==> config.mk <==
export PLATFORM = sky130hd
export DESIGN_NAME = irq_accept
export DESIGN_NICKNAME = d
export VERILOG_FILES = /design/src/rtl/irq_accept.sv
export SDC_FILE = /design/constraint.sdc
export NUM_CORES = 1
export LEC_CHECK = 0
export BUFFER_PORTS_ARGS = -buffer_cell sky130_fd_sc_hd__buf_2
export CORE_MARGIN = 2
export CORE_UTILIZATION = 56
export CTS_BUF_LIST = sky130_fd_sc_hd__clkbuf_16
export DETAILED_ROUTE_END_ITERATION = 12
export MAX_ROUTING_LAYER = met4
export PLACE_DENSITY_LB_ADDON = 0.15
export SYNTH_ARGS = -nofsm -noshare
export SYNTH_HDL_FRONTEND = slang
export SYNTH_SLANG_ARGS = --single-unit
==> constraint.sdc <==
create_clock -name clk -period 6.8 [get_ports clk]
set_input_delay 0.34 -clock clk [delete_from_list [all_inputs] [get_ports clk]]
set_output_delay 0.34 -clock clk [all_outputs]
set_load 0.03 [all_outputs]
==> src/rtl/irq_accept.sv <==
module irq_accept #(
  parameter int MIN_CYCLES = 13
) (
  input  logic        clk,
  input  logic        rst_n,
  input  logic [3:0]  ext_level,
  input  logic        int_req,
  input  logic [3:0]  int_level,
  input  logic [6:0]  int_vector,
  input  logic        in_delay_slot,
  input  logic        sr_we,
  input  logic [31:0] sr_wdata,
  input  logic [31:0] pc_in,
  input  logic [31:0] sp_in,
  input  logic [31:0] vbr_in,
  output logic [31:0] sr,
  output logic        ack,
  output logic [3:0]  ack_level,
  output logic        busy,
  output logic        ctx_load,
  output logic [31:0] pc_new,
  output logic [31:0] sp_new,
  output logic        mem_valid,
  output logic        mem_write,
  output logic [31:0] mem_addr,
  output logic [31:0] mem_wdata,
  input  logic        mem_ready,
  input  logic [31:0] mem_rdata
);
  localparam int CW = $clog2(MIN_CYCLES + 1);
  localparam logic [CW-1:0] CNT_SAT  = CW'(MIN_CYCLES);
  localparam logic [CW-1:0] CNT_LAST = CW'(MIN_CYCLES - 1);

  typedef enum logic [2:0] {S_IDLE, S_PSR, S_PPC, S_VEC, S_WAIT, S_LOAD} state_t;
  state_t state;

  logic          pend_int;
  logic [3:0]    pend_lvl;
  logic [6:0]    pend_vec;
  logic [3:0]    lvl_q;
  logic [6:0]    vec_q;
  logic [31:0]   sr_save, pc_save, sp_q, vbr_q;
  logic [CW-1:0] cnt;

  logic [3:0] int_eff, win_lvl;
  logic [6:0] win_vec;
  logic       take_ext, accept;

  assign int_eff  = pend_int ? pend_lvl : 4'd0;
  assign take_ext = ext_level > int_eff;
  assign win_lvl  = take_ext ? ext_level : int_eff;
  assign win_vec  = take_ext ? {4'b1000, ext_level[3:1]} : pend_vec;
  assign accept   = (state == S_IDLE) && !in_delay_slot && !sr_we && (win_lvl > sr[7:4]);

  assign busy      = state != S_IDLE;
  assign ctx_load  = state == S_LOAD;
  assign sp_new    = sp_q - 32'd8;
  assign mem_valid = (state == S_PSR) || (state == S_PPC) || (state == S_VEC);
  assign mem_write = (state == S_PSR) || (state == S_PPC);

  always_comb begin
    mem_addr  = 32'd0;
    mem_wdata = 32'd0;
    case (state)
      S_PSR: begin mem_addr = sp_q - 32'd4; mem_wdata = sr_save; end
      S_PPC: begin mem_addr = sp_q - 32'd8; mem_wdata = pc_save; end
      S_VEC: mem_addr = vbr_q + {23'd0, vec_q, 2'b00};
      default: ;
    endcase
  end

  always_ff @(posedge clk or negedge rst_n) begin
    if (!rst_n) begin
      state     <= S_IDLE;
      sr        <= 32'h0000_00F0;
      pend_int  <= 1'b0;
      pend_lvl  <= 4'd0;
      pend_vec  <= 7'd0;
      lvl_q     <= 4'd0;
      vec_q     <= 7'd0;
      sr_save   <= 32'd0;
      pc_save   <= 32'd0;
      sp_q      <= 32'd0;
      vbr_q     <= 32'd0;
      cnt       <= '0;
      ack       <= 1'b0;
      ack_level <= 4'd0;
      pc_new    <= 32'd0;
    end else begin
      ack <= accept;
      if (int_req) begin
        pend_int <= 1'b1;
        pend_lvl <= int_level;
        pend_vec <= int_vector;
      end else if (accept && !take_ext) begin
        pend_int <= 1'b0;
      end
      if (state == S_IDLE && sr_we) sr <= sr_wdata;
      if (busy && cnt < CNT_SAT) cnt <= cnt + 1'b1;
      case (state)
        S_IDLE: if (accept) begin
          state     <= S_PSR;
          lvl_q     <= win_lvl;
          vec_q     <= win_vec;
          ack_level <= win_lvl;
          sr_save   <= sr;
          pc_save   <= pc_in;
          sp_q      <= sp_in;
          vbr_q     <= vbr_in;
          cnt       <= CW'(1);
        end
        S_PSR: if (mem_ready) state <= S_PPC;
        S_PPC: if (mem_ready) begin
          state   <= S_VEC;
          sr[7:4] <= lvl_q;
        end
        S_VEC: if (mem_ready) begin
          pc_new <= mem_rdata;
          state  <= (cnt >= CNT_LAST) ? S_LOAD : S_WAIT;
        end
        S_WAIT: if (cnt >= CNT_LAST) state <= S_LOAD;
        S_LOAD: state <= S_IDLE;
        default: state <= S_IDLE;
      endcase
    end
  end
endmodule

==> results of run 1 <==
layout make-up:
| class | instances | area (µm²) |
|---|---|---|
| Antenna cell | 5 | 12.51 |
| Fill cell | 1493 | 5612 |
| Inverter | 19 | 76.32 |
| Clock buffer | 25 | 625.6 |
| Clock inverter | 20 | 162.7 |
| Timing Repair Buffer | 360 | 1842 |
| Tap cell | 265 | 331.6 |
| Multi-Input combinational cell | 644 | 5279 |
| Sequential cell | 223 | 5585 |
cell families (layout without fill, tap and decap cells):
group / count (synthesis) / after routing
simple gates: 193 / 193
flops: 223 / 223
fa+ha+maj: 21 / 21
compound gates: 166 / 166
xor+xnor: 59 / 59
other cells: 0 / 5
buf+inv: 80 / 424
mux: 205 / 205
stage by stage:
| stage | instance area, µm² | power (mW) | utilization [%] | std cells |
|---|---|---|---|---|
| floorplan | 11190 | 5.458 | - | 947 |
| CTS | 13900 | 8.033 | 71.20 | 1556 |
| global route | 13910 | 8.448 | 71.25 | 1560 |
| finish | 13910 | 8.023 | 71.26 | 1561 |
| detailed placement | 13100 | 6.691 | 67.11 | 1510 |
| global placement | 13100 | 6.612 | 67.11 | 1510 |
power by group:
part / leakage [nW] / switching (mW) / internal [mW]
Combinational: 3.42 / 2.59 / 1.56
Sequential: 2.68 / 0.597 / 1.97
Clock: 0.412 / 0.553 / 0.750
Total: 6.51 / 3.74 / 4.28
timing repair:
| item | in CTS | in global routing |
|---|---|---|
| hold buffers | 1 | 0 |
| endpoints found under the hold margin | 85 | 0 |
| setup endpoints to repair | 0 | 0 |
| resized for setup | 0 | 0 |
worst min-delay path by stage:
stage	startpoint	slack [ns]	depth (start not counted)	endpoint
after global routing	mem_rdata[5]	0.01	2	pc_new[5]
after global placement	rst_n	0.38	1	pend_vec[0]
after floorplan	rst_n	0.04	0	ack
final	vbr_in[3]	0.02	3	vbr_q[3]
after detailed placement	rst_n	0.38	1	pend_vec[0]
after CTS	vbr_in[3]	0.01	3	vbr_q[3]
metal layers:
| metal | vias to the layer above | GRT usage, % |
|---|---|---|
| met1 | 4448 | 36.40 |
| met5 | - | - |
| met4 | 0 | 9.412 |
| li1 | 4120 | - |
| met2 | 399 | 48.22 |
| met3 | 68 | 7.900 |
critical path, delay by kind of cell (launching register included):
kind	cells	cell delay [ns]
AOI/OAI and AO/OA	4	1.20
adders and majority gates	2	0.59
buffers and inverters	2	1.33
DFF	1	0.42
muxes	1	0.38
and+or+nand+nor	4	1.00
sequential cells by signal, indices dropped and copies added, names as in the netlist:
register and count:
pend_lvl 4, vbr_q 32, vec_q 7, pend_int 1, state 3, ack 1, pc_save 32, sr_save 32
cnt 4, lvl_q 4, pend_vec 7, sp_q 32, sr 32, pc_new 32
cells in the final DEF, fill, tap and decap left out, types with 19 or more instances in the layout:
cell and instances:
buf_2 348, dfrtp_1 219, mux2_2 198, nor2_1 43, a22o_1 42, nand2_1 41
xnor2_1 38, o21ai_0 33, clkbuf_16 25, a21oi_1 24, inv_1 21, nand3_1 21
xor2_1 21, nor3_1 20, ha_1 20, o22ai_1 19
==> impl_metrics.csv, run 1 <==
group,metric,value,unit
route,wl_met2,15.16,mm
route,routed.top_layer,"met4",
route,routed_via_density,5.788,
setup_path,worstPathCellList,"and2_1 > ha_1 > and4_1 > a21oi_1 > nor2b_1 > a22o_1 > ha_1 > a21oi_1 > o21ai_0 > nand4_1 > inv_6 > buf_4 > mux2_2",
global_routing,first_global_vias,9078,
route,routedLengthMet1,12.18,mm
die,die-area,21130,µm²
setup_path,cp-end-kind,"flip-flop",
die,coreArea,19530,µm²
global_routing,grt_max_degree,105,
placed_design,io_buffers,349,
logic_synthesis,syn_avg_cell_area,11.82,µm²
outcome,status,"completed",
cts,cts_buffers,25,
cts,clock_sinks,223,
timing,max_freq,196.9,MHz
cts,insertion_delay,0.53,ns
logic_synthesis,synthAdderAreaFrac,2.415,%
setup_path,r2r_setup_slack,1.72,ns
logic_synthesis,synthXorXnorAreaFrac,4.618,%
logic_synthesis,synth_compound_area_share,10.47,%
finish,drive_gt1_share,47.79,%
global_routing,antenna_found_initial,4,
setup_path,max_stage_delay,0.90,ns
setup_path,crit_fanout,104,
finish,areaGrowthSynthToFinish,24.35,%
logic_synthesis,synth_top_cell_by_area,"dfrtp_1",
setup_path,endpoint,"sp_q[18]",
logic_synthesis,yosys.cell_count.top_type,"dfrtp_1",
die,io_pins,350,
timing,hold_viol,0,
route,first_pass_iters,5,
route,vias,9035,
logic_synthesis,synth_top_area_share,48.98,%
die,die_w,145.4,µm
logic_synthesis,netlist_area,11190,µm²
timing,drv_slew,0,
setup_path,critPathRequiredTime,7.21,ns
die,rows,51,
cts,htree_levels,1,
logic_synthesis,ys_ff_latch,223,
timing,rsz0062_at_grt,"false",
cts,cts_tree,"built",
timing,layout_setup_ws,1.721,ns
logic_synthesis,synth_top_family_by_area,"multiplexers",
logic_synthesis,syn-instance-count,947,
global_routing,grt_pass1_wl,48.80,mm
run,max_cap_viol_count,0,
cts,cts_max_path_buffers,3,
setup_path,r2r-end,"sp_q[18]",
timing,fin_tns_setup,0,ns
logic_synthesis,synthTopCellsByCount,"dfrtp_1, mux2_2, clkbuf_1, nor2_1, a22o_1",
route,drt_iter0_drc,526,
route,route.met3.wl,2.751,mm
cts,ctsRootBufferMaster,"clkbuf_16",
logic_synthesis,synth_cell_type_count,60,
logic_synthesis,synthSimpleGateAreaFrac,9.035,%
power,power_leakage,6.509,nW
cts,cts_setup_buffers,0,
route,ant_nets,0,
timing,fin_crit_sh,74.69,%
die,die-height,145.4,µm
route,drc_errors,0,
setup_path,rr_worst_depth,13,
timing,holdWs,0.01932,ns
timing,skew,0.01339,ns
power,vdd_drop_max,420.9,µV
die,start_util,57.30,%
logic_synthesis,ys.flop_type,"dfrtp_1",
route,wl_per_cell,19.89,µm
logic_synthesis,synth_warnings,0,
timing,setup_viol,0,
setup_path,worst_path_max_delay_cell,"inv_6",
finish,fin_nets,1475,
logic_synthesis,synth_edf_count,0,
timing,min_period,5.079,ns
timing,worstMarginPinSlew,1.269,ns
setup_path,reg2reg_from,"pend_int",
setup_path,crit_type,"reg2reg",
global_routing,grtUsageTotal,29.64,%
cts,clk_pin_slew,0.06,ns
global_routing,grt_overflow,0,
setup_path,critPathLaunchType,"flip-flop",
power,p_per_area,576.6,nW/µm²
setup_path,worstPathArrival,5.49,ns
route,drt_wl_total,31.05,mm
logic_synthesis,ys_top_cells_by_area,"dfrtp_1, mux2_2, a22o_1",
logic_synthesis,synthMuxAreaShare,20.55,%
logic_synthesis,ys_seq_area_share,49.92,%
logic_synthesis,synthArstFlopShare,100.0,%
logic_synthesis,synth_nets,1149,
setup_path,startpoint,"pend_int",
timing,relSlewSlack,15.41,%
hold_path,hold_class,"in2reg",
placed_design,post-place-ws,1.796,ns
placed_design,gp_congestion,0.9216,
placed_design,dpl.hpwl,22.26,mm
Note: power is estimated with default switching activity, not from simulation.
==> inputs of run 2 (changes only) <==
--- a/config.mk
+++ b/config.mk
@@ -7,7 +7,7 @@
 export LEC_CHECK = 0
 export BUFFER_PORTS_ARGS = -buffer_cell sky130_fd_sc_hd__buf_2
 export CORE_MARGIN = 2
-export CORE_UTILIZATION = 56
+export CORE_UTILIZATION = 47
 export CTS_BUF_LIST = sky130_fd_sc_hd__clkbuf_16
 export DETAILED_ROUTE_END_ITERATION = 12
 export MAX_ROUTING_LAYER = met4
==> constraint.sdc (replaced) <==
create_clock -name clk -period 4.1 [get_ports clk]
set_input_delay 0.205 -clock clk [delete_from_list [all_inputs] [get_ports clk]]
set_output_delay 0.205 -clock clk [all_outputs]
set_load 0.03 [all_outputs]
==> run 2 against run 1 <==
Sequential share of layout area shrank 4.9 points. Total power increased by 68%. Die area rose by 19%. Global-route usage shrank 3.5 points. Core utilization down 3.6 points. Setup slack worse by 1.3 ns. Via count up 7.1%. Clock skew rose by 0.0051 ns. Non-clock buffer count increased by 180. Wire length increased by 5.8%. Sequential power up 65%. Final cell count increased by 15%. Critical endpoint is now mem_addr[21]. Largest cell class unchanged. Highest routed layer unchanged.
==> impl_metrics.csv, run 2 (synthesis results as in run 1) <==
group,metric,value,unit
cts,ctsRootBufferMaster,"clkbuf_16",
power,pwr-share-clk,16.3,%
die,io_pins,350,
route,vias,9680,
outcome,status,"completed",
run,max_cap_viol_count,0,
placed_design,dpl.hpwl,21.93,mm
route,drc_errors,0,
finish,final_cell_mix,"buf_2, dfrtp_1, mux2_2",
finish,drive_gt1_share,42.32,%
timing,worstMarginPinSlew,1.224,ns
setup_path,critPathLaunchType,"flip-flop",
die,rows,56,
power,p_seq_share,31.4,%
timing,max_freq,268.3,MHz
placed_design,gp_congestion,0.8955,
route,drt_wl_total,32.83,mm
cts,clk_pin_slew,0.06,ns
timing,drv_slew,0,
route,wl_per_cell,18.32,µm
die,die_w,158.3,µm
finish,multi_input_area,5279,µm²
timing,rsz0062_at_grt,"false",
setup_path,crit_type,"reg2out",
route,routed_via_density,5.402,
global_routing,gr-usage-met3,3.566,%
global_routing,first_global_vias,9458,
global_routing,grt_overflow,0,
placed_design,io_buffers,349,
finish,areaGrowthSynthToFinish,41.52,%
setup_path,cp-end-kind,"primary output",
cts,cts-resized-gates,0,
power,swShare,45.82,%
power,p_total,13.51,mW
setup_path,crit_fanout,5,
route,drt_iter0_drc,630,
timing,fin_crit_sh,90.90,%
die,die-area,25060,µm²
global_routing,grtUsageTotal,26.19,%
global_routing,grt_pass1_wl,50.16,mm
global_routing,grt-busiest-layer,"met2",
cts,cts_tree,"built",
power,p_int,7.320,mW
global_routing,use_met1,33.64,%
cts,htree_levels,1,
setup_path,startpoint,"sp_q[3]",
power,p_per_area,853.3,nW/µm²
timing,relSlewSlack,18.10,%
cts,insertion_delay,0.52,ns
route,first_pass_iters,5,
timing,fin_tns_setup,0,ns
placed_design,placed_cells,1572,
cts,cts_buffers,26,
finish,fin_nets,1656,
power,power_leakage,7.290,nW
timing,min_period,3.727,ns
setup_path,critPathRequiredTime,3.89,ns
timing,hold_viol,0,
finish,stdcell_count,1792,
power,netSwitchingPower,6.191,mW
hold_path,hold_class,"in2reg",
global_routing,antenna_found_initial,1,
die,die-height,158.3,µm
die,start_util,47.81,%
finish,register_area,5585,µm²
global_routing,grt_max_degree,124,
die,coreArea,23400,µm²
cts,clock_sinks,223,
finish,nFillCells,1851,
cts,cts_max_path_buffers,3,
finish,final_common_cell,"buf_2",
global_routing,grt_util_met2,43.29,%
timing,skew,0.01850,ns
route,ant_nets,0,
timing,setup_viol,0,
power,vdd_drop_max,525.4,µV
setup_path,reg2reg_from,"pend_int",
hold_path,hp-start,"ext_level[0]",
setup_path,worstPathArrival,3.52,ns
power,p_comb_share,52.3,%
## run 2: repair_timing
item,in CTS,in global routing
hold endpoints to repair,293,0
hold buffers,173,0
buffers inserted,0,0
## run 2: path summary, 6_finish.rpt
check | endpoint | slack [ns] | depth (start not counted)
setup / recovery | mem_addr[21] | 0.37 | 8
hold / removal | lvl_q[0] | 0.05 | 3
setup reg to reg | lvl_q[2] | 0.44 | 15
hold reg to reg | vec_q[4] | 0.48 | 1
max in group asynchronous | sr_save[17] | 2.60 | 3
min in group asynchronous | sr[28] | 0.39 | 2
## run 2: metrics by stage
| stage | util [%] | setup slack [ns] | cell area [µm²] | hold slack, ns |
|---|---|---|---|---|
| 2_1_floorplan | - | 0.1750 | 11190 | -0.09059 |
| 3_3_place_gp | 56.75 | 0.5458 | 13280 | 0.3779 |
| 3_5_place_dp | 56.75 | 0.4768 | 13280 | 0.3754 |
| 4_1_cts | 67.65 | 0.3750 | 15830 | 0.03823 |
| 5_1_grt | 67.66 | 0.1551 | 15840 | 0.07515 |
| 6_report | 67.66 | 0.3731 | 15840 | 0.04726 |
## run 2: area by class of cell
type,count,share of cell area (%)
Clock inverter,19,0.9087
Sequential cell,223,35.27
Antenna cell,1,0.01580
Clock buffer,27,4.267
Inverter,19,0.4820
Multi-Input combinational cell,644,33.34
Tap cell,319,2.521
Timing Repair Buffer,540,23.20
## run 2: power groups by stage
stage | logic [mW] | clock network (mW) | registers, mW
after floorplan | 4.48 | 0 | 4.58
after global placement | 6.81 | 0 | 4.21
after detailed placement | 6.90 | 0 | 4.25
after CTS | 7.05 | 2.27 | 4.21
after global routing | 7.53 | 2.37 | 4.39
final | 7.06 | 2.21 | 4.24
## run 2: routing by layer
layer,vias up,part of all wire [%],routed length (µm)
met3,61,5.6,1825
li1,4482,-,-
met5,-,0,0
met4,0,3.1,1030
met1,4791,42,13810
met2,346,49,16170
## run 2: worst max-delay path: stages, from the launching register on
cell	delay [ns]
dfrtp_1	0.39
inv_1	0.15
ha_1	0.29
or4b_2	0.66
or4_4	0.49
or3_4	0.36
o31a_1	0.24
o22ai_1	0.16
buf_2	0.25
==> inputs of run 3 (changes only) <==
--- a/config.mk
+++ b/config.mk
@@ -11,7 +11,7 @@
 export CTS_BUF_LIST = sky130_fd_sc_hd__clkbuf_16
 export DETAILED_ROUTE_END_ITERATION = 12
 export MAX_ROUTING_LAYER = met4
-export PLACE_DENSITY_LB_ADDON = 0.15
+export PLACE_DENSITY = 0.77
 export SYNTH_ARGS = -nofsm -noshare
 export SYNTH_HDL_FRONTEND = slang
 export SYNTH_SLANG_ARGS = --single-unit
==> run 3 against run 2 <==
Sequential power is 0.9% higher. Wire length rose by 6.4%. Combinational power up 1%. Total power down 0.14%. Core utilization is 0.43 points lower. Highest routed layer unchanged.
==> impl_metrics.csv, run 3 (synthesis results as in run 1) <==
group,metric,value,unit
outcome,status,"completed",
die,start_util,47.81,%
setup_path,startpoint,"vec_q[0]",
placed_design,placed_cells,1570,
route,drt_wl_total,34.94,mm
die,coreArea,23400,µm²
placed_design,io_buffers,349,
setup_path,crit_fanout,11,
setup_path,max_stage_delay,0.93,ns
power,p_per_area,857.6,nW/µm²
setup_path,cp-end-kind,"primary output",
finish,stdcell_count,1790,
setup_path,rr_worst_depth,14,
hold_path,hold_class,"in2reg",
cts,cts_setup_buffers,0,
setup_path,critPathLaunchType,"flip-flop",
timing,fin_crit_sh,92.55,%
cts,cts_tree,"built",
placed_design,gp_congestion,0.8653,
finish,areaGrowthSynthToFinish,40.61,%
route,wl_per_cell,19.52,µm
power,vdd_drop_max,590.6,µV
timing,hold_viol,0,
route,first_pass_iters,5,
global_routing,first_global_vias,9903,
global_routing,grt_util_met2,47.10,%
timing,setup_viol,0,
global_routing,grt_overflow,0,
finish,drive_gt1_share,42.06,%
global_routing,grt_pass1_wl,52.43,mm
cts,cts-resized-gates,0,
setup_path,r2r_setup_slack,0.47,ns
timing,worstMarginPinSlew,1.211,ns
global_routing,grt-busiest-layer,"met2",
timing,layout_setup_ws,0.3056,ns
setup_path,worstPathCellList,"ha_1 > inv_1 > fa_1 > nand2b_1 > a21oi_1 > o22ai_1 > nor3_1 > xnor2_1 > o2111ai_1 > buf_2",
global_routing,grtUsageTotal,27.57,%
route,drc_errors,0,
setup_path,critPathRequiredTime,3.89,ns
cts,cts_max_path_buffers,3,
timing,min_period,3.794,ns
setup_path,endpoint,"mem_addr[26]",
route,vias,9826,
placed_design,dpl.hpwl,23.35,mm
timing,drv_slew,0,
setup_path,r2r-end,"sp_q[12]",
placed_design,placed_area,13250,µm²
global_routing,grt_max_degree,105,
power,power_leakage,7.229,nW
cts,cts_buffers,25,
route,routed_via_density,5.489,
finish,fin_nets,1653,
global_routing,gr-usage-met3,4.355,%
finish,final_common_cell,"buf_2",
cts,ctsRootBufferMaster,"clkbuf_16",
timing,max_freq,263.5,MHz
timing,relSlewSlack,19.30,%
setup_path,reg2reg_from,"pend_int",
die,die-height,158.3,µm
cts,clk_pin_slew,0.06,ns
setup_path,worstPathArrival,3.59,ns
die,die_w,158.3,µm
cts,clock_sinks,223,
global_routing,use_met1,33.30,%
die,die-area,25060,µm²
cts,insertion_delay,0.52,ns
route,ant_nets,0,
die,io_pins,350,
run,max_cap_viol_count,0,
timing,fin_tns_setup,0,ns
timing,rsz0062_at_grt,"false",
setup_path,worst_path_max_delay_cell,"o22ai_1",
finish,nFillCells,1707,
cts,htree_levels,1,
route,drt_iter0_drc,701,
setup_path,crit_type,"reg2out",
die,rows,56,
global_routing,antenna_found_initial,3,
finish,final_cell_mix,"buf_2, dfrtp_1, mux2_2",
placed_design,post-place-ws,0.5361,ns
finish,stdcell_area,15730,µm²
timing,skew,0.01692,ns
[run 3: how the worst min path moves through the flow]
stage | to | startpoint | cells after the start | slack (ns)
6_report | vec_q[2] | ext_level[3] | 3 | 0.04
5_1_grt | vec_q[2] | ext_level[3] | 3 | 0.04
4_1_cts | lvl_q[0] | ext_level[0] | 3 | 0.02
3_5_place_dp | sr[30] | rst_n | 1 | 0.31
3_3_place_gp | sr[24] | rst_n | 1 | 0.30
2_1_floorplan | ack | rst_n | 0 | -0.09
[run 3: area by class of cell]
cell class	instances	area (µm²)	area share, %
Inverter	19	76.32	0.4851
Sequential cell	223	5585	35.50
Clock buffer	25	625.6	3.976
Multi-Input combinational cell	644	5279	33.55
Timing Repair Buffer	538	3646	23.17
Clock inverter	18	112.6	0.7157
Antenna cell	4	10.01	0.06362
Tap cell	319	399.1	2.537
[run 3: per-stage QoR]
stage | hold slack, ns | total power, mW | utilization (%)
floorplan | -0.09059 | 9.052 | -
global placement | 0.3035 | 11.01 | 56.63
detailed placement | 0.3068 | 11.20 | 56.63
CTS | 0.02345 | 13.43 | 67.19
global route | 0.04128 | 14.18 | 67.22
finish | 0.03974 | 13.49 | 67.23
[run 3: worst max-delay path, delay by kind of cell, from the launching register on]
kind                       cells  cell delay [ns]
adders and majority gates      2             0.42
and+or+nand+nor                2             0.35
buffers and inverters          2             0.34
DFF                            1             0.39
AOI/OAI and AO/OA              3             1.35
xor gates and xnor gates       1             0.22
[run 3: repair_timing]
| item | CTS | global route |
|---|---|---|
| endpoints found under the hold margin | 269 | 0 |
| hold buffers | 173 | 0 |
| endpoints found under the setup margin | 0 | 0 |
[run 3: where the power goes]
group	switching [mW]	leakage, nW	internal [mW]
combinational	4.42	4.18	2.73
clock	0.895	0.376	1.16
sequential	1.01	2.68	3.28
total	6.33	7.23	7.17
[run 3: per-layer routing]
layer  vias to the layer above  part of all wire [%]  wire (µm)
met2                       418                    51      17860
li1                       4476                     -          -
met5                         -                     0          0
met1                      4851                    39      13670
met4                         0                   3.3       1160
met3                        81                   6.4       2239
